==> src/rtl/mbox_pkg.sv <==
package mbox_pkg;

  localparam int unsigned WORD_W = 32;
  localparam int unsigned OFS_W  = 4;
  localparam int unsigned LEN_W  = 11;

  // word offsets of the host-visible map
  localparam logic [OFS_W-1:0] OFS_CMD      = 4'd0;
  localparam logic [OFS_W-1:0] OFS_CMD_LAST = 4'd1;
  localparam logic [OFS_W-1:0] OFS_FREE     = 4'd2;
  localparam logic [OFS_W-1:0] OFS_RSP_DATA = 4'd5;
  localparam logic [OFS_W-1:0] OFS_RSP_STAT = 4'd6;
  localparam logic [OFS_W-1:0] OFS_IER      = 4'd7;
  localparam logic [OFS_W-1:0] OFS_ISR      = 4'd8;
  localparam logic [OFS_W-1:0] OFS_TMR_PKT  = 4'd9;
  localparam logic [OFS_W-1:0] OFS_TMR_BP   = 4'd10;

  // status bit positions
  localparam int unsigned ST_DATA   = 0;
  localparam int unsigned ST_SPACE  = 1;
  localparam int unsigned ST_BADLEN = 3;
  localparam int unsigned ST_PKT_TO = 4;
  localparam int unsigned ST_BP_TO  = 5;
  localparam int unsigned N_ERR     = 3;
  localparam int unsigned N_TMR     = 2;

  localparam logic [WORD_W-1:0] IER_MASK       = 32'h0000_003B;
  localparam logic [WORD_W-1:0] TMR_RESET_WORD = 32'h7FFF_FFFF;

  typedef struct packed {
    logic              sop;
    logic              eop;
    logic [WORD_W-1:0] data;
  } mbox_beat_t;

  localparam int unsigned BEAT_W = $bits(mbox_beat_t);

  // argument count field of a packet header
  function automatic logic [LEN_W-1:0] hdr_arg_len(input logic [WORD_W-1:0] hdr);
    return hdr[22:12];
  endfunction

  // packed response status word: level above the two head tags
  function automatic logic [WORD_W-1:0] pack_rsp_status(input logic [WORD_W-3:0] level,
                                                        input logic head_eop,
                                                        input logic head_sop);
    return {level, head_eop, head_sop};
  endfunction

  function automatic logic irq_reduce(input logic [WORD_W-1:0] isr,
                                      input logic [WORD_W-1:0] ier);
    return |(isr & ier);
  endfunction

endpackage

==> src/rtl/mbox_fifo.sv <==
module mbox_fifo #(
  parameter int unsigned DEPTH = 16,
  parameter int unsigned WIDTH = 34,
  localparam int unsigned AW    = (DEPTH > 1) ? $clog2(DEPTH) : 1,
  localparam int unsigned LVL_W = $clog2(DEPTH + 1)
) (
  input  logic             clk,
  input  logic             rst,
  input  logic             flush,
  input  logic             push,
  input  logic [WIDTH-1:0] din,
  input  logic             pop,
  output logic [WIDTH-1:0] dout,
  output logic             empty,
  output logic             full,
  output logic [LVL_W-1:0] level
);

  logic [WIDTH-1:0] mem [DEPTH];
  logic [AW-1:0]    wr_ptr, rd_ptr;
  logic [LVL_W-1:0] cnt;
  logic             do_push, do_pop;

  function automatic logic [AW-1:0] ptr_next(input logic [AW-1:0] p);
    return (p == AW'(DEPTH - 1)) ? '0 : p + AW'(1);
  endfunction

  assign empty   = (cnt == '0);
  assign full    = (cnt == LVL_W'(DEPTH));
  assign level   = cnt;
  assign dout    = mem[rd_ptr];
  assign do_push = push && !full;
  assign do_pop  = pop && !empty;

  always_ff @(posedge clk) begin
    if (do_push) mem[wr_ptr] <= din;
  end

  always_ff @(posedge clk) begin
    if (rst || flush) begin
      wr_ptr <= '0;
      rd_ptr <= '0;
      cnt    <= '0;
    end else begin
      if (do_push) wr_ptr <= ptr_next(wr_ptr);
      if (do_pop)  rd_ptr <= ptr_next(rd_ptr);
      case ({do_push, do_pop})
        2'b10:   cnt <= cnt + LVL_W'(1);
        2'b01:   cnt <= cnt - LVL_W'(1);
        default: cnt <= cnt;
      endcase
    end
  end

endmodule

==> src/rtl/mbox_framer.sv <==
module mbox_framer
  import mbox_pkg::*;
(
  input  logic             clk,
  input  logic             rst,
  input  logic             accept,
  input  logic             is_last,
  input  logic [LEN_W-1:0] hdr_len,
  output logic             tag_sop,
  output logic             tag_eop,
  output logic             pkt_open,
  output logic             len_err
);

  localparam int unsigned CNT_W = LEN_W + 1;

  logic             open_q;
  logic [LEN_W-1:0] want_q;
  logic [CNT_W-1:0] args_q;
  logic [CNT_W-1:0] args_now;

  assign tag_sop  = !open_q;
  assign tag_eop  = is_last;
  assign pkt_open = open_q;
  assign args_now = tag_sop ? '0 : args_q + CNT_W'(1);

  always_comb begin
    len_err = 1'b0;
    if (accept && is_last) begin
      if (tag_sop) len_err = (hdr_len != '0);
      else         len_err = (args_now != CNT_W'(want_q));
    end
  end

  always_ff @(posedge clk) begin
    if (rst) begin
      open_q <= 1'b0;
      want_q <= '0;
      args_q <= '0;
    end else if (accept) begin
      open_q <= !is_last;
      args_q <= args_now;
      if (tag_sop) want_q <= hdr_len;
    end
  end

endmodule

==> src/rtl/mbox_timer.sv <==
module mbox_timer (
  input  logic        clk,
  input  logic        rst,
  input  logic        enable,
  input  logic        active,
  input  logic [30:0] period,
  output logic        expire
);

  logic [30:0] cnt_q;
  logic        run;

  assign run    = enable && active;
  assign expire = run && (cnt_q >= period);

  always_ff @(posedge clk) begin
    if (rst || !run)            cnt_q <= '0;
    else if (cnt_q < period)    cnt_q <= cnt_q + 31'd1;
  end

endmodule

==> src/rtl/mbox_bridge.sv <==
module mbox_bridge
  import mbox_pkg::*;
#(
  parameter int unsigned CMD_DEPTH = 16,
  parameter int unsigned RSP_DEPTH = 16
) (
  input  logic        clk,
  input  logic        rst,
  input  logic [3:0]  bus_addr,
  input  logic        bus_wr,
  input  logic        bus_rd,
  input  logic [31:0] bus_wdata,
  output logic [31:0] bus_rdata,
  output logic        bus_rvalid,
  output logic        cmd_valid,
  input  logic        cmd_ready,
  output logic [31:0] cmd_data,
  output logic        cmd_sop,
  output logic        cmd_eop,
  input  logic        rsp_valid,
  output logic        rsp_ready,
  input  logic [31:0] rsp_data,
  input  logic        rsp_sop,
  input  logic        rsp_eop,
  output logic        irq
);

  localparam int unsigned CMD_LVL_W = $clog2(CMD_DEPTH + 1);
  localparam int unsigned RSP_LVL_W = $clog2(RSP_DEPTH + 1);

  // ---------------- named internal events ----------------
  logic                 cmd_wr_req, cmd_is_last, cmd_push, cmd_pop;
  logic                 cmd_full, cmd_empty;
  logic [CMD_LVL_W-1:0] cmd_level;
  logic [31:0]          cmd_level_w;
  mbox_beat_t           cmd_in, cmd_head;
  logic                 tag_sop, tag_eop, pkt_open, len_err;

  logic                 rsp_push, rsp_pop_req, rsp_pop;
  logic                 rsp_full, rsp_empty;
  logic [RSP_LVL_W-1:0] rsp_level;
  logic [31:0]          rsp_level_w;
  mbox_beat_t           rsp_in, rsp_head;

  logic [31:0]          free_q;
  logic [31:0]          ier_word;
  logic [31:0]          isr_word;
  logic [31:0]          tmr_q [N_TMR];
  logic [N_TMR-1:0]     tmr_active, tmr_expire;
  logic [N_ERR-1:0]     err_q;
  logic                 err_any;
  logic [31:0]          rd_mux, rdata_q;
  logic                 rvalid_q;

  // ---------------- command path ----------------
  assign cmd_is_last = (bus_addr == OFS_CMD_LAST);
  assign cmd_wr_req  = bus_wr && ((bus_addr == OFS_CMD) || cmd_is_last);
  assign cmd_push    = cmd_wr_req && !cmd_full;

  mbox_framer u_framer (
    .clk      (clk),
    .rst      (rst),
    .accept   (cmd_push),
    .is_last  (cmd_is_last),
    .hdr_len  (hdr_arg_len(bus_wdata)),
    .tag_sop  (tag_sop),
    .tag_eop  (tag_eop),
    .pkt_open (pkt_open),
    .len_err  (len_err)
  );

  assign cmd_in = '{sop: tag_sop, eop: tag_eop, data: bus_wdata};

  mbox_fifo #(.DEPTH(CMD_DEPTH), .WIDTH(BEAT_W)) u_cmd_fifo (
    .clk   (clk),
    .rst   (rst),
    .flush (1'b0),
    .push  (cmd_push),
    .din   (cmd_in),
    .pop   (cmd_pop),
    .dout  (cmd_head),
    .empty (cmd_empty),
    .full  (cmd_full),
    .level (cmd_level)
  );

  assign cmd_valid   = !cmd_empty;
  assign cmd_pop     = cmd_valid && cmd_ready;
  assign cmd_data    = cmd_head.data;
  assign cmd_sop     = cmd_head.sop;
  assign cmd_eop     = cmd_head.eop;
  assign cmd_level_w = 32'(cmd_level);

  always_ff @(posedge clk) begin
    if (rst) free_q <= 32'(CMD_DEPTH);
    else     free_q <= 32'(CMD_DEPTH) - cmd_level_w;
  end

  // ---------------- response path ----------------
  assign rsp_in      = '{sop: rsp_sop, eop: rsp_eop, data: rsp_data};
  assign rsp_ready   = !rsp_full;
  assign rsp_push    = rsp_valid && rsp_ready;
  assign rsp_pop_req = bus_rd && (bus_addr == OFS_RSP_DATA);
  assign rsp_pop     = rsp_pop_req && !rsp_empty;

  mbox_fifo #(.DEPTH(RSP_DEPTH), .WIDTH(BEAT_W)) u_rsp_fifo (
    .clk   (clk),
    .rst   (rst),
    .flush (err_any),
    .push  (rsp_push),
    .din   (rsp_in),
    .pop   (rsp_pop),
    .dout  (rsp_head),
    .empty (rsp_empty),
    .full  (rsp_full),
    .level (rsp_level)
  );

  assign rsp_level_w = 32'(rsp_level);

  // ---------------- watchdogs ----------------
  assign tmr_active[0] = pkt_open;
  assign tmr_active[1] = cmd_valid && !cmd_ready;

  for (genvar t = 0; t < N_TMR; t++) begin : g_tmr
    mbox_timer u_tmr (
      .clk    (clk),
      .rst    (rst),
      .enable (tmr_q[t][31]),
      .active (tmr_active[t]),
      .period (tmr_q[t][30:0]),
      .expire (tmr_expire[t])
    );

    always_ff @(posedge clk) begin
      if (rst)
        tmr_q[t] <= TMR_RESET_WORD;
      else if (bus_wr && (bus_addr == OFS_TMR_PKT + 4'(t)))
        tmr_q[t] <= bus_wdata;
    end
  end

  // ---------------- interrupt registers ----------------
  always_ff @(posedge clk) begin
    if (rst) begin
      ier_word <= '0;
      err_q    <= '0;
    end else begin
      if (bus_wr && (bus_addr == OFS_IER)) ier_word <= bus_wdata & IER_MASK;
      err_q <= err_q | {tmr_expire[1], tmr_expire[0], len_err};
    end
  end

  assign err_any = |err_q;

  always_comb begin
    isr_word                        = '0;
    isr_word[ST_DATA]               = !rsp_empty;
    isr_word[ST_SPACE]              = !cmd_full;
    isr_word[ST_BP_TO:ST_BADLEN]    = err_q;
  end

  assign irq = irq_reduce(isr_word, ier_word);

  // ---------------- read path ----------------
  always_comb begin
    case (bus_addr)
      OFS_FREE:     rd_mux = free_q;
      OFS_RSP_DATA: rd_mux = rsp_empty ? '0 : rsp_head.data;
      OFS_RSP_STAT: rd_mux = pack_rsp_status(30'(rsp_level),
                                             rsp_head.eop && !rsp_empty,
                                             rsp_head.sop && !rsp_empty);
      OFS_IER:      rd_mux = ier_word;
      OFS_ISR:      rd_mux = isr_word;
      OFS_TMR_PKT:  rd_mux = tmr_q[0];
      OFS_TMR_BP:   rd_mux = tmr_q[1];
      default:      rd_mux = '0;
    endcase
  end

  always_ff @(posedge clk) begin
    if (rst) begin
      rdata_q  <= '0;
      rvalid_q <= 1'b0;
    end else begin
      rvalid_q <= bus_rd;
      if (bus_rd) rdata_q <= rd_mux;
    end
  end

  assign bus_rdata  = rdata_q;
  assign bus_rvalid = rvalid_q;

endmodule

==> config.mk <==
export PLATFORM = sky130hd
export DESIGN_NAME = mbox_bridge
export DESIGN_NICKNAME = d
export VERILOG_FILES = /design/src/rtl/mbox_pkg.sv /design/src/rtl/mbox_fifo.sv /design/src/rtl/mbox_framer.sv /design/src/rtl/mbox_timer.sv /design/src/rtl/mbox_bridge.sv
export SDC_FILE = /design/constraint.sdc
export NUM_CORES = 1
export LEC_CHECK = 0
export BUFFER_PORTS_ARGS = -buffer_cell sky130_fd_sc_hd__buf_2
export CELL_PAD_IN_SITES_DETAIL_PLACEMENT = 1
export CELL_PAD_IN_SITES_GLOBAL_PLACEMENT = 2
export CORE_MARGIN = 2
export CORE_UTILIZATION = 40
export CTS_CLUSTER_SIZE = 30
export DETAILED_ROUTE_END_ITERATION = 8
export GPL_TIMING_DRIVEN = 0
export HOLD_SLACK_MARGIN = 0.02
export PLACE_DENSITY = 0.68
export SLEW_MARGIN = 5
export SYNTH_ARGS = -nofsm -noshare
export SYNTH_HDL_FRONTEND = slang
export SYNTH_SLANG_ARGS = --single-unit
==> constraint.sdc <==
create_clock -name clk -period 5.7 [get_ports clk]
set_input_delay 0.57 -clock clk [delete_from_list [all_inputs] [get_ports clk]]
set_output_delay 0.57 -clock clk [all_outputs]
set_load 0.02 [all_outputs]
* Word-level counts from Yosys, hierarchy flattened *
Memory sizes are Yosys's and may differ from the RTL's. A register that Yosys moved wholly into a read port is not among the register bits.
Cells that the tools add are included.
Widths: inputs -> output; s select.

word-level totals
  register bits = 185
  bits in writable memories = 1,152
  input port bits = 76
  output and inout port bits = 70
  logic and storage cells = 131
  memories = 3

memory list
  memory          words  width  rd ports  clocked after memory_dff  wr ports  line               source
  u_cmd_fifo.mem  16     34     1         1                         1         mbox_fifo.sv:19    logic [WIDTH-1:0] mem [DEPTH];
  u_rsp_fifo.mem  16     34     1         1                         1         mbox_fifo.sv:19
  tmr_q           2      32     2         0                         2         mbox_bridge.sv:48  logic [31:0] tmr_q [N_TMR];

cells by class
  add/subtract/negate cells = 12
  $lt $le $gt $ge = 4
  equality and inequality tests = 19
  multiplexer cells = 29
  bitwise operators = 5
  reduce and logical (&&, ||, !) cells = 43

operator list
  cell                   number
  $pmux 32 s7            1
  $mux 32                3
  $add 31x1->31 const B  2
  $ge 31x31->1           2
  $lt 31x31->1           2
  $mux 4                 8
  $reduce_or 32->1       1
  $eq 4x4->1 const B     7
  $logic_and 1x1->1      21
  $pmux 5 s2             2
  $add 4x1->4 const B    4
  $mux 1                 14
  $add 12x1->12 const B  1
  $eq 4x3->1 const B     3
  $mux 12                1
  $ne 12x11->1           1
  $reduce_bool 11->1     1
  $add 5x1->5 const B    2
  $eq 5x5->1 const B     2
  $logic_not 5->1        2
  $sub 5x1->5 const B    2
  $logic_not 1->1        9
  $and 6x6->6            1
  $sub 5x5->6 const A    1
  12 further kinds       19

* Longest topological paths before layout *
Gate-level depths: netlist of run 1.

  depth in word-level cells = 7
  mapped depth = 19
  mapped depth without buffers = 16

* Cells and area by module *
From an unflattened synthesis of run 1, not the netlist that was laid out.

second synthesis, totals
  cells, all modules = 3,047
  area total of the unflattened synthesis = 54,533.6 µm²

modules (own cells, without submodules)
  module                  times used  cells an instance  area an instance (µm²)  sequential area each (µm²)
  mbox_fifo (u_cmd_fifo)  1           874                21,424.3                16,676.0
  mbox_fifo (u_rsp_fifo)  1           874                21,423.0                16,676.0
  mbox_bridge             1           481                5,366.4                 2,862.7
  mbox_timer              2           309                2,446.1                 620.6
  mbox_framer             1           200                1,427.6                 480.5

* Worst setup path before layout of run 1 *
No wires, ideal clock.

  kind = flip-flop to flip-flop
  from = reg u_cmd_fifo.cnt[0] (netlist: u_cmd_fifo.level[0])
  to = mem u_cmd_fifo.mem[0][0] (enable)
  setup time = 0.467 ns
  data arrival time = 4.247 ns
  required time = 5.233 ns
  setup slack = 0.985 ns
  cell stages (with the launch flop) = 11
  clock period less this slack = 4.715 ns
  cell sequence = dfxtp_1 inv_1 ha_1 nor3b_1 ha_1 nor2_1 and3_1 clkbuf_1 clkbuf_1 nand2_1 nor3_1

between the ends
  cells in the longest elaborated chain, start to end = 6

RTL lines
  what                              line                                source
  start, declared                   mbox_fifo.sv:21                     logic [LVL_W-1:0] cnt;
  start signal, assigned            mbox_fifo.sv:48                     2'b10: cnt <= cnt + LVL_W'(1);
  start signal, assigned            mbox_fifo.sv:49                     2'b01: cnt <= cnt - LVL_W'(1);
  start signal, assigned            mbox_fifo.sv:50                     default: cnt <= cnt;
  $eq 5x5->1 (*)                    mbox_fifo.sv:29                     assign full = (cnt == LVL_W'(DEPTH));
  $logic_not 1->1 (*)               mbox_fifo.sv:32, mbox_bridge.sv:58
  $logic_and 1x1->1                 mbox_bridge.sv:58                   assign cmd_push = cmd_wr_req && !cmd_full;
  $logic_and 1x1->1 (*)             mbox_fifo.sv:32                     assign do_push = push && !full;
  $mux 1 (*)                        mbox_fifo.sv:36                     if (do_push) mem[wr_ptr] <= din;
  $mux 1 (not written as such) (*)  mbox_fifo.sv:36
  end, declared                     mbox_fifo.sv:19

Every way passes the cells marked *; elsewhere a longest branch is shown, timed or not.

==> results.py, run 1 <==
metrics = {
    "outcome": {
        "status": "finished, final reports clean",
    },
    "setup_path": {
        "crit_chain": "clkbuf_1 -> clkbuf_1 -> buf_1 -> mux4_2 -> mux4_2 -> buf_2",
        "crit_path_max_incr_delay_ns": 0.74,
        "slowest_stage": "buf_1",
        "crit_path_max_fanout": 10,
        "critPathKind": "reg2out",
        "endpoint_kind": "output pin",
        "critPathRequiredTime_ns": 5.13,
        "start_kind": "flip-flop",
        "arrival_ns": 4.13,
    },
    "yosys": {
        "synth.avg_cell_area_um2": 18.1,
        "synthArstFlopShare_pct": 0,
        "synth_ff_type": "edfxtp_1",
        "synth-edff-count": 1152,
        "synth-seq-cells": 1319,
        "netlist-cell-type-count": 66,
        "synthCells": 2947,
        "yosysWarnings": 0,
        "syn_nets": 3112,
        "synth.yosys.seq_area_share_pct": 71.2,
        "netlist_area_um2": 53300,
    },
    "floorplan": {
        "core_um2": 132000,
        "rows": 133,
        "initial_utilization_pct": 40.4,
        "ioPinCount": 146,
        "die_height_um": 369,
        "die_area_um2": 136000,
        "die_w_um": 369,
    },
    "sta": {
        "slew_violations": 0,
        "clock.fmax_mhz": 213,
        "whs_ns": 0.157,
        "fin_crit_sh_pct": 82.4,
        "finClkSkew_ns": 0.0178,
        "relSlewSlack_pct": 12.5,
        "tns_ns": 0,
        "setup_violations": 0,
        "min_period_ns": 4.70,
        "finalHoldViolCount": 0,
        "worst_slew_pin_slew_ns": 1.31,
        "rsz0062_at_grt": "no",
    },
    "job": {
        "max_cap_violations": 0,
    },
    "power": {
        "power_density_nw_per_um2": 343,
        "peakVddDrop_mv": 0.289,
        "p_seq_share_pct": 50.2,
        "leakagePower_nw": 19.8,
        "p_total_mw": 21.2,
        "internal-power_mw": 16.4,
        "p_clk_share_pct": 42.2,
        "swShare_pct": 22.8,
        "switching_power_mw": 4.85,
        "combPwrFrac_pct": 7.5,
    },
    "cts": {
        "cts_root_buf": "clkbuf_16",
        "clock_latency_ns": 0.77,
        "cts_buffers": 141,
        "cts.path.max_buffers": 3,
        "clk_pin_slew_worst_paths_ns": 0.06,
        "cts.sinks": 1319,
        "cts_tree": "yes",
        "cts_max_level": 4,
    },
    "place": {
        "gp_congestion": 0.796,
        "dp_hpwl_um": 99900,
        "dpl.cell_count": 4914,
        "io_buffers": 143,
    },
    "route": {
        "antenna_left": 0,
        "drc_errors": 0,
        "vias_per_cell": 5.59,
        "vias": 28931,
        "wirelength_um": 146000,
        "routedWlPerCell_um": 28.3,
        "firstDrtPassIters": 5,
        "drt_iter0_drc": 2255,
    },
    "global_routing": {
        "grt_usage_pct": 21.8,
        "antenna_found_initial": 21,
        "grt_max_degree": 33,
        "grt_pass1_vias": 31588,
        "gr-total-overflow": 0,
        "grt_pass1_wl_um": 216000,
    },
    "cells_and_area": {
        "instances_no_fill": 5174,
        "synthToLayoutAreaGrowth_pct": 16.2,
        "drive_gt1_share_pct": 26.2,
        "fin_nets": 3468,
    },
    "worst_hold_path": {
        "hold_path.class": "in2reg",
    },
}
[layer usage]
layer | wire, um | GRT usage (%)
met1 | 59200 | 27.2
met2 | 77400 | 39.2
met3 | 6410 | 3.44
met4 | 3310 | 6.08
met5 | 102 | 0
[cells in the final DEF (no fill, tap or decap), drive strengths merged, types with 87 or more instances in the layout]
cell	instances
ha	87
buf	250
inv	106
dfxtp	167
edfxtp	1152
nand2	167
nor2	126
mux4	340
a21oi	98
clkbuf	295
[state kept, by name, summed over array words and instances, names as in the netlist, named ones only]
name and cells:
u_framer.pkt_open 1, ier_word 5, err_q 3, u_cmd_fifo.wr_ptr 4, bus_rvalid 1, u_rsp_fifo.rd_ptr 4, bus_rdata 32, g_tmr.u_tmr.cnt_q 62
u_cmd_fifo.rd_ptr 4, u_rsp_fifo.mem 544, u_cmd_fifo.mem 544, u_framer.want_q 11, u_cmd_fifo.level 5, u_rsp_fifo.wr_ptr 4, tmr_q 64, free_q 6
u_rsp_fifo.level 5, u_framer.args_q 12
[power groups by stage]
stage	Sequential (mW)	Combinational, mW	Clock (mW)
2_1_floorplan	10.9	1.02	0
3_3_place_gp	10.9	1.57	0
3_5_place_dp	10.9	1.64	0
4_1_cts	10.7	1.64	9.17
5_1_grt	10.7	1.74	9.51
6_report	10.7	1.60	8.97
[Yosys cell counts, drive strengths merged, types with 32 or more instances]
master / count / area, um^2
edfxtp: 1152 / 34600
ha: 87 / 1090
nand3: 42 / 210
or2: 65 / 407
clkbuf: 125 / 470
a21oi: 98 / 490
a22o: 32 / 280
inv: 97 / 364
nand2: 167 / 627
buf: 38 / 224
mux4: 340 / 7660
xnor2: 45 / 394
dfxtp: 167 / 3340
nor2: 126 / 473
[worst max-delay path, delay by kind of cell (launching register included)]
kind / cells / cell delay (ns)
buffers and inverters: 4 / 2.06
flip-flops: 1 / 0.31
multiplexers: 2 / 0.97
[path summary, 6_finish.rpt]
check	startpoint	depth (start not counted)	end	slack [ns]
max	flip-flop	6	cmd_data[14]	1.00
min	rsp_data[4]	1	u_rsp_fifo.mem[7][4]$_DFFE_PP_	0.16
min reg2reg	bus_rdata[3]$_SDFFE_PP0P_	2	bus_rdata[3]$_SDFFE_PP0P_	0.47
max reg2reg	u_cmd_fifo.level[0]$_SDFFE_PP0P_	19	u_cmd_fifo.level[4]$_SDFFE_PP0P_	1.20
[cell families after synthesis]
group                    count (synthesis)  share of synthesized area [%]
AND/OR/NAND/NOR                        588                           5.55
buffers and inverters                  260                           1.99
adder cells (fa/ha/maj)                 89                           2.12
multiplexers                           346                           14.5
flip-flops                            1319                           71.2
AO/OA/AOI/OAI                          281                           3.63
XOR/XNOR                                64                           1.05
[cell type report]
class                           instances  area [um^2]
Multi-Input combinational cell       1368        14500
Buffer                                163          694
Sequential cell                      1319        37900
Timing Repair Buffer                  213         1720
Tap cell                             1755         2200
Inverter                               97          364
Clock buffer                          170         3730
Clock inverter                         83          763
Fill cell                           12510        69800
Antenna cell                            6         15.0
[stage by stage]
step | util [%] | instance area, um^2 | setup slack (ns)
6_report | 47.0 | 62000 | 1.00
5_1_grt | 47.0 | 61900 | 0.761
4_1_cts | 47.0 | 61900 | 0.804
3_5_place_dp | 43.6 | 57400 | 1.17
3_3_place_gp | 42.6 | 56200 | -2.67
2_1_floorplan | - | 53300 | 0.985
[what timing repair did]
item	CTS	global route
hold endpoints to repair	1	0
setup buffers	0	0
resized for setup	0	0
hold buffers	1	0
Note: power is estimated with default switching activity, not from simulation.
==> run 2, diff against run 1 <==
- PLACE_DENSITY: 0.68 -> 0.71
- clock period: 5.7 -> 4.15 ns (I/O delays scaled with it)
==> run 2 against run 1 <==
Net effect:
- combinational power up 40%
- sequential power is 37% higher
- utilization up 0.48 points
- global-route usage up 0.15 points
- clock-buffer cell count increased by 20
- non-clock buffer count rose by 29
- sequential cell count unchanged
- cell area rose by 1.0%
- critical path type unchanged
- critical endpoint is now cmd_data[13]
- largest cell class unchanged
==> results.py, run 2 (synthesis gave the netlist of run 1 again) <==
metrics = {
    "route": {
        "drt_iter0_drc": 2755,
        "vias": 29256,
        "drc_errors": 0,
        "wirelength_um": 148000,
        "firstDrtPassIters": 5,
        "vias_per_cell": 5.62,
        "routedWlPerCell_um": 28.4,
        "antenna_left": 0,
    },
    "place": {
        "gp_congestion": 0.802,
        "dpl.cell_count": 4909,
        "io_buffers": 143,
        "placed_area_um2": 57700,
        "dp_hpwl_um": 102000,
    },
    "floorplan": {
        "die_height_um": 369,
        "initial_utilization_pct": 40.4,
        "die_area_um2": 136000,
        "rows": 133,
        "die_w_um": 369,
        "core_um2": 132000,
        "ioPinCount": 146,
    },
    "power": {
        "p_seq_share_pct": 50.3,
        "combPwrFrac_pct": 7.7,
        "p_clk_share_pct": 42.0,
        "peakVddDrop_mv": 0.409,
        "switching_power_mw": 6.63,
        "power_density_nw_per_um2": 466,
        "internal-power_mw": 22.5,
        "swShare_pct": 22.7,
        "leakagePower_nw": 20.0,
    },
    "cells_and_area": {
        "fill_cells": 12474,
        "finalInstanceArea_um2": 62600,
        "regArea_um2": 37900,
        "top_regs": "u_cmd_fifo.mem (544), u_rsp_fifo.mem (544), tmr_q (64)",
        "layout_common_cells": "edfxtp_1, mux4_2, dfxtp_1, nand2_1, buf_2",
        "multi_input_area_um2": 14600,
        "fin_nets": 3495,
        "synthToLayoutAreaGrowth_pct": 17.4,
        "instances_no_fill": 5204,
        "drive_gt1_share_pct": 25.8,
        "final_common_cell": "edfxtp_1",
        "fin_util_pct": 47.5,
    },
    "cts": {
        "clk_pin_slew_worst_paths_ns": 0.06,
        "clock_latency_ns": 0.78,
        "cts_buffers": 139,
        "cts.sinks": 1319,
        "cts.path.max_buffers": 3,
        "cts_max_level": 4,
        "cts_tree": "yes",
        "cts_root_buf": "clkbuf_16",
    },
    "sta": {
        "setup_violations": 0,
        "rsz0062_at_grt": "no",
        "finClkSkew_ns": 0.0311,
        "worst_slew_pin_slew_ns": 1.17,
        "min_period_ns": 4.01,
        "fin_crit_sh_pct": 96.6,
        "relSlewSlack_pct": 22.1,
        "slew_violations": 0,
        "tns_ns": 0,
        "clock.fmax_mhz": 249,
        "finalHoldViolCount": 0,
    },
    "setup_path": {
        "endpoint_kind": "output pin",
        "critPathKind": "reg2out",
        "start_kind": "flip-flop",
        "critPathRequiredTime_ns": 3.73,
        "crit_path_max_fanout": 10,
        "arrival_ns": 3.59,
        "crit-reg2reg-launch": "u_cmd_fifo.level[0]$_SDFFE_PP0P_",
        "timing.rr.end": "u_cmd_fifo.level[4]$_SDFFE_PP0P_",
        "rrSetupSlack_ns": 0.38,
        "reg2regPathDepth": 17,
    },
    "worst_hold_path": {
        "hold_end": "u_cmd_fifo.mem[8][26]$_DFFE_PP_",
        "hold_path.class": "in2reg",
        "holdCritStartpoint": "bus_wdata[26]",
        "holdPathStages": 1,
    },
    "global_routing": {
        "antenna_found_initial": 19,
        "gr-total-overflow": 0,
        "grt_usage_pct": 22.0,
        "grt_pass1_vias": 31781,
        "grt_pass1_wl_um": 217000,
        "grt_max_degree": 33,
    },
    "outcome": {
        "status": "finished, final reports clean",
    },
    "job": {
        "max_cap_violations": 0,
    },
}
## run 2: worst max-delay path by stage
stage / start / end / slack (ns) / cells after the start
2_1_floorplan: u_rsp_fifo.level[0]$_SDFFE_PP0P_ / u_rsp_fifo.mem[3][0]$_DFFE_PP_ / 0.11 / 6
3_3_place_gp: u_rsp_fifo.level[0]$_SDFFE_PP0P_ / u_rsp_fifo.mem[3][18]$_DFFE_PP_ / -3.54 / 6
3_5_place_dp: u_cmd_fifo.level[0]$_SDFFE_PP0P_ / u_cmd_fifo.level[4]$_SDFFE_PP0P_ / -0.43 / 19
4_1_cts: flip-flop / cmd_data[13] / 0.02 / 6
5_1_grt: flip-flop / cmd_data[15] / 0.006 / 5
6_report: flip-flop / cmd_data[13] / 0.14 / 5
## run 2: layer usage
metal	GRT usage (%)	routed length, um	share of wire, %
met4	7.18	4250	2.9
met1	27.1	58000	39
met2	38.9	77000	52
met5	0	60	0.041
met3	4.04	8320	5.6
## run 2: stage by stage
step / setup slack (ns) / hold WS [ns] / power [mW]
2_1_floorplan: 0.110 / 0.448 / 16.3
3_3_place_gp: -3.54 / 0.460 / 17.1
3_5_place_dp: -0.434 / 0.460 / 17.2
4_1_cts: 0.0199 / 0.0203 / 29.4
5_1_grt: 0.00625 / 0.0526 / 30.1
6_report: 0.142 / 0.0881 / 29.1
## run 2: final cells by class
| cell class | count | share of cell area, % |
|---|---|---|
| repair buffers | 245 | 3.75 |
| clock buffers | 190 | 6.09 |
| multi-input cells | 1368 | 23.3 |
| inverters | 97 | 0.588 |
| clock inverters | 62 | 1.01 |
| flip-flops and latches | 1319 | 60.6 |
| well taps | 1755 | 3.51 |
| plain buffers | 160 | 1.14 |
| diodes | 8 | 0.0320 |
## run 2: repair_timing
action,in CTS,in global routing
buffers inserted,1,0
hold buffers,37,0
endpoints found under the hold margin,561,0
cloned,0,0
setup endpoints to repair,37,14
gates resized for setup,11,7
## run 2: worst max-delay path, cell delays in order, from the launching register on
cell             delay [ns]
dfxtp_1                0.71
clkbuf_2               0.41
clkdlybuf4s15_2        0.55
mux4_2                 0.39
mux4_2                 0.57
buf_2                  0.20
## run 2: power by group through the flow
stage / clock [mW] / sequential, mW / combinational [mW]
6_report: 12.2 / 14.7 / 2.24
5_1_grt: 13.0 / 14.7 / 2.42
4_1_cts: 12.5 / 14.7 / 2.29
3_5_place_dp: 0 / 14.9 / 2.25
3_3_place_gp: 0 / 14.9 / 2.15
2_1_floorplan: 0 / 14.9 / 1.40
==> run 3, diff against run 2 <==
==> constraint.sdc (replaced) <==
create_clock -name clk -period 4.15 [get_ports clk]
set_input_delay 0.2075 -clock clk [delete_from_list [all_inputs] [get_ports clk]]
set_output_delay 0.2075 -clock clk [all_outputs]
set_load 0.02 [all_outputs]
==> run 3 against run 2 <==
Net effect:
- maximum frequency decreased by 0.31%
- combinational power about the same
- clock skew increased by 0.0025 ns
- total power about the same
- sequential cell count unchanged
- critical path depth increased by 1
- register-to-register slack got worse by 0.21 ns
- sequential power about the same
- routed wire length increased by 0.33%
- non-clock buffer count increased by 71
- first-iteration DRC count decreased by 1.4%
- largest power group unchanged
- highest routed layer unchanged
==> results.py, run 3 (synthesis gave the netlist of run 1 again) <==
metrics = {
    "route": {
        "wirelength_um": 148000,
        "drt_iter0_drc": 2717,
        "routedWlPerCell_um": 28.1,
        "drc_errors": 0,
        "vias": 29531,
        "vias_per_cell": 5.60,
        "antenna_left": 0,
        "firstDrtPassIters": 5,
    },
    "sta": {
        "clock.fmax_mhz": 249,
        "fin_crit_sh_pct": 96.9,
        "finalHoldViolCount": 0,
        "slew_violations": 0,
        "setup_violations": 0,
        "min_period_ns": 4.02,
        "relSlewSlack_pct": 19.8,
        "worst_slew_pin_slew_ns": 1.20,
        "whs_ns": 0.0868,
        "finClkSkew_ns": 0.0336,
        "rsz0062_at_grt": "yes",
    },
    "floorplan": {
        "core_um2": 132000,
        "ioPinCount": 146,
        "die_w_um": 369,
        "rows": 133,
        "die_area_um2": 136000,
        "die_height_um": 369,
        "initial_utilization_pct": 40.4,
    },
    "cts": {
        "clock_latency_ns": 0.78,
        "cts_buffers": 139,
        "cts_max_level": 4,
        "cts_root_buf": "clkbuf_16",
        "cts.sinks": 1319,
        "clk_pin_slew_worst_paths_ns": 0.06,
        "cts.path.max_buffers": 3,
        "cts_tree": "yes",
    },
    "worst_hold_path": {
        "hold_path.class": "in2reg",
    },
    "power": {
        "leakagePower_nw": 20.3,
        "power_density_nw_per_um2": 461,
        "peakVddDrop_mv": 0.404,
    },
    "place": {
        "io_buffers": 143,
        "gp_congestion": 0.802,
        "dp_hpwl_um": 102000,
        "placed_area_um2": 57700,
    },
    "cells_and_area": {
        "fill_cells": 12449,
        "fin_nets": 3566,
        "layout_common_cells": "edfxtp_1, mux4_2, dfxtp_1, nand2_1, buf_2",
        "regArea_um2": 37900,
        "synthToLayoutAreaGrowth_pct": 18.7,
        "top_regs": "u_cmd_fifo.mem (544), u_rsp_fifo.mem (544), tmr_q (64)",
        "drive_gt1_share_pct": 26.1,
        "finalInstanceArea_um2": 63300,
        "multi_input_area_um2": 14600,
        "final_common_cell": "edfxtp_1",
    },
    "global_routing": {
        "grt_pass1_vias": 31934,
        "gr-total-overflow": 0,
        "grt_pass1_wl_um": 217000,
        "grt_max_degree": 33,
        "antenna_found_initial": 14,
        "grt_usage_pct": 22.0,
    },
    "setup_path": {
        "endpoint_kind": "output pin",
        "critPathRequiredTime_ns": 3.94,
        "timing.rr.end": "u_cmd_fifo.level[4]$_SDFFE_PP0P_",
        "rrSetupSlack_ns": 0.17,
        "crit_path_max_fanout": 10,
        "endpoint": "cmd_data[13]",
        "crit-reg2reg-launch": "u_cmd_fifo.level[0]$_SDFFE_PP0P_",
        "reg2regPathDepth": 18,
        "arrival_ns": 3.81,
        "critPathKind": "reg2out",
        "start_kind": "flip-flop",
    },
    "job": {
        "max_cap_violations": 0,
    },
    "outcome": {
        "status": "finished, final reports clean",
    },
}
[run 3: cell types whose count changed in the layout (fill, tap and decap cells not counted)]
cell             change
clkbuf_4             -2
dlygate4sd3_1       +35
buf_4               +26
clkbuf_2             -3
clkdlybuf4s15_1      -1
buf_2                +2
clkbuf_1             +6
buf_12               +8
diode_2              -1
[run 3: layout make-up]
cell class	count	area share, %
flip-flops and latches	1319	59.9
multi-input cells	1368	23.0
clock buffers	190	6.03
repair buffers	314	4.82
well taps	1755	3.47
plain buffers	162	1.12
clock inverters	62	1.00
inverters	97	0.581
diodes	7	0.0277
[run 3: how the worst min path moves through the flow]
stage | start | end | slack (ns) | cells past startpoint
floorplan | rst | bus_rvalid$_SDFF_PP0_ | 0.29 | 1
global placement | rst | bus_rvalid$_SDFF_PP0_ | 0.45 | 2
detailed placement | rst | bus_rvalid$_SDFF_PP0_ | 0.46 | 2
CTS | bus_addr[3] | bus_rdata[1]$_SDFFE_PP0P_ | 0.02 | 5
global route | bus_addr[3] | bus_rdata[1]$_SDFFE_PP0P_ | 0.12 | 5
finish | bus_addr[3] | bus_rdata[1]$_SDFFE_PP0P_ | 0.09 | 5
[run 3: critical path, stage by stage, from the launching register on]
cell,delay (ns)
dfxtp_1,0.32
clkbuf_1,0.59
clkbuf_2,0.44
clkdlybuf4s15_2,0.54
mux4_2,0.39
mux4_2,0.57
buf_2,0.20
[run 3: metrics by stage]
stage	cells	setup WS, ns	util [%]	TNS [ns]	power, mW
floorplan	2947	0.110	-	0	16.3
global placement	4845	-3.54	42.7	-1995.72	17.1
detailed placement	4909	-0.434	43.8	-0.671	17.2
CTS	5232	-0.0484	47.7	-0.0484	29.5
global route	5270	-0.137	48.0	-0.298	30.1
finish	5274	0.129	48.0	0	29.2
[run 3: routing by layer]
layer	vias up	global-route usage, %	wire length (um)
li1	12760	-	-
met1	15577	27.2	57900
met2	920	39.0	77400
met3	268	3.97	8590
met4	6	7.16	4230
met5	-	0	37
[run 3: repair_timing]
item / CTS / global route
gates resized for setup: 8 / 1
pin swaps: 0 / 6
hold endpoints to repair: 1105 / 0
setup buffers: 0 / 35
endpoints found under the setup margin: 37 / 138
hold buffers: 72 / 0
[run 3: power breakdown]
| group | switching [mW] | internal (mW) | total, mW | leakage (nW) |
|---|---|---|---|---|
| clock | 5.24 | 6.99 | 12.2 | 2.15 |
| sequential | 0.0927 | 14.6 | 14.7 | 11.8 |
| combinational | 1.29 | 0.978 | 2.27 | 6.42 |
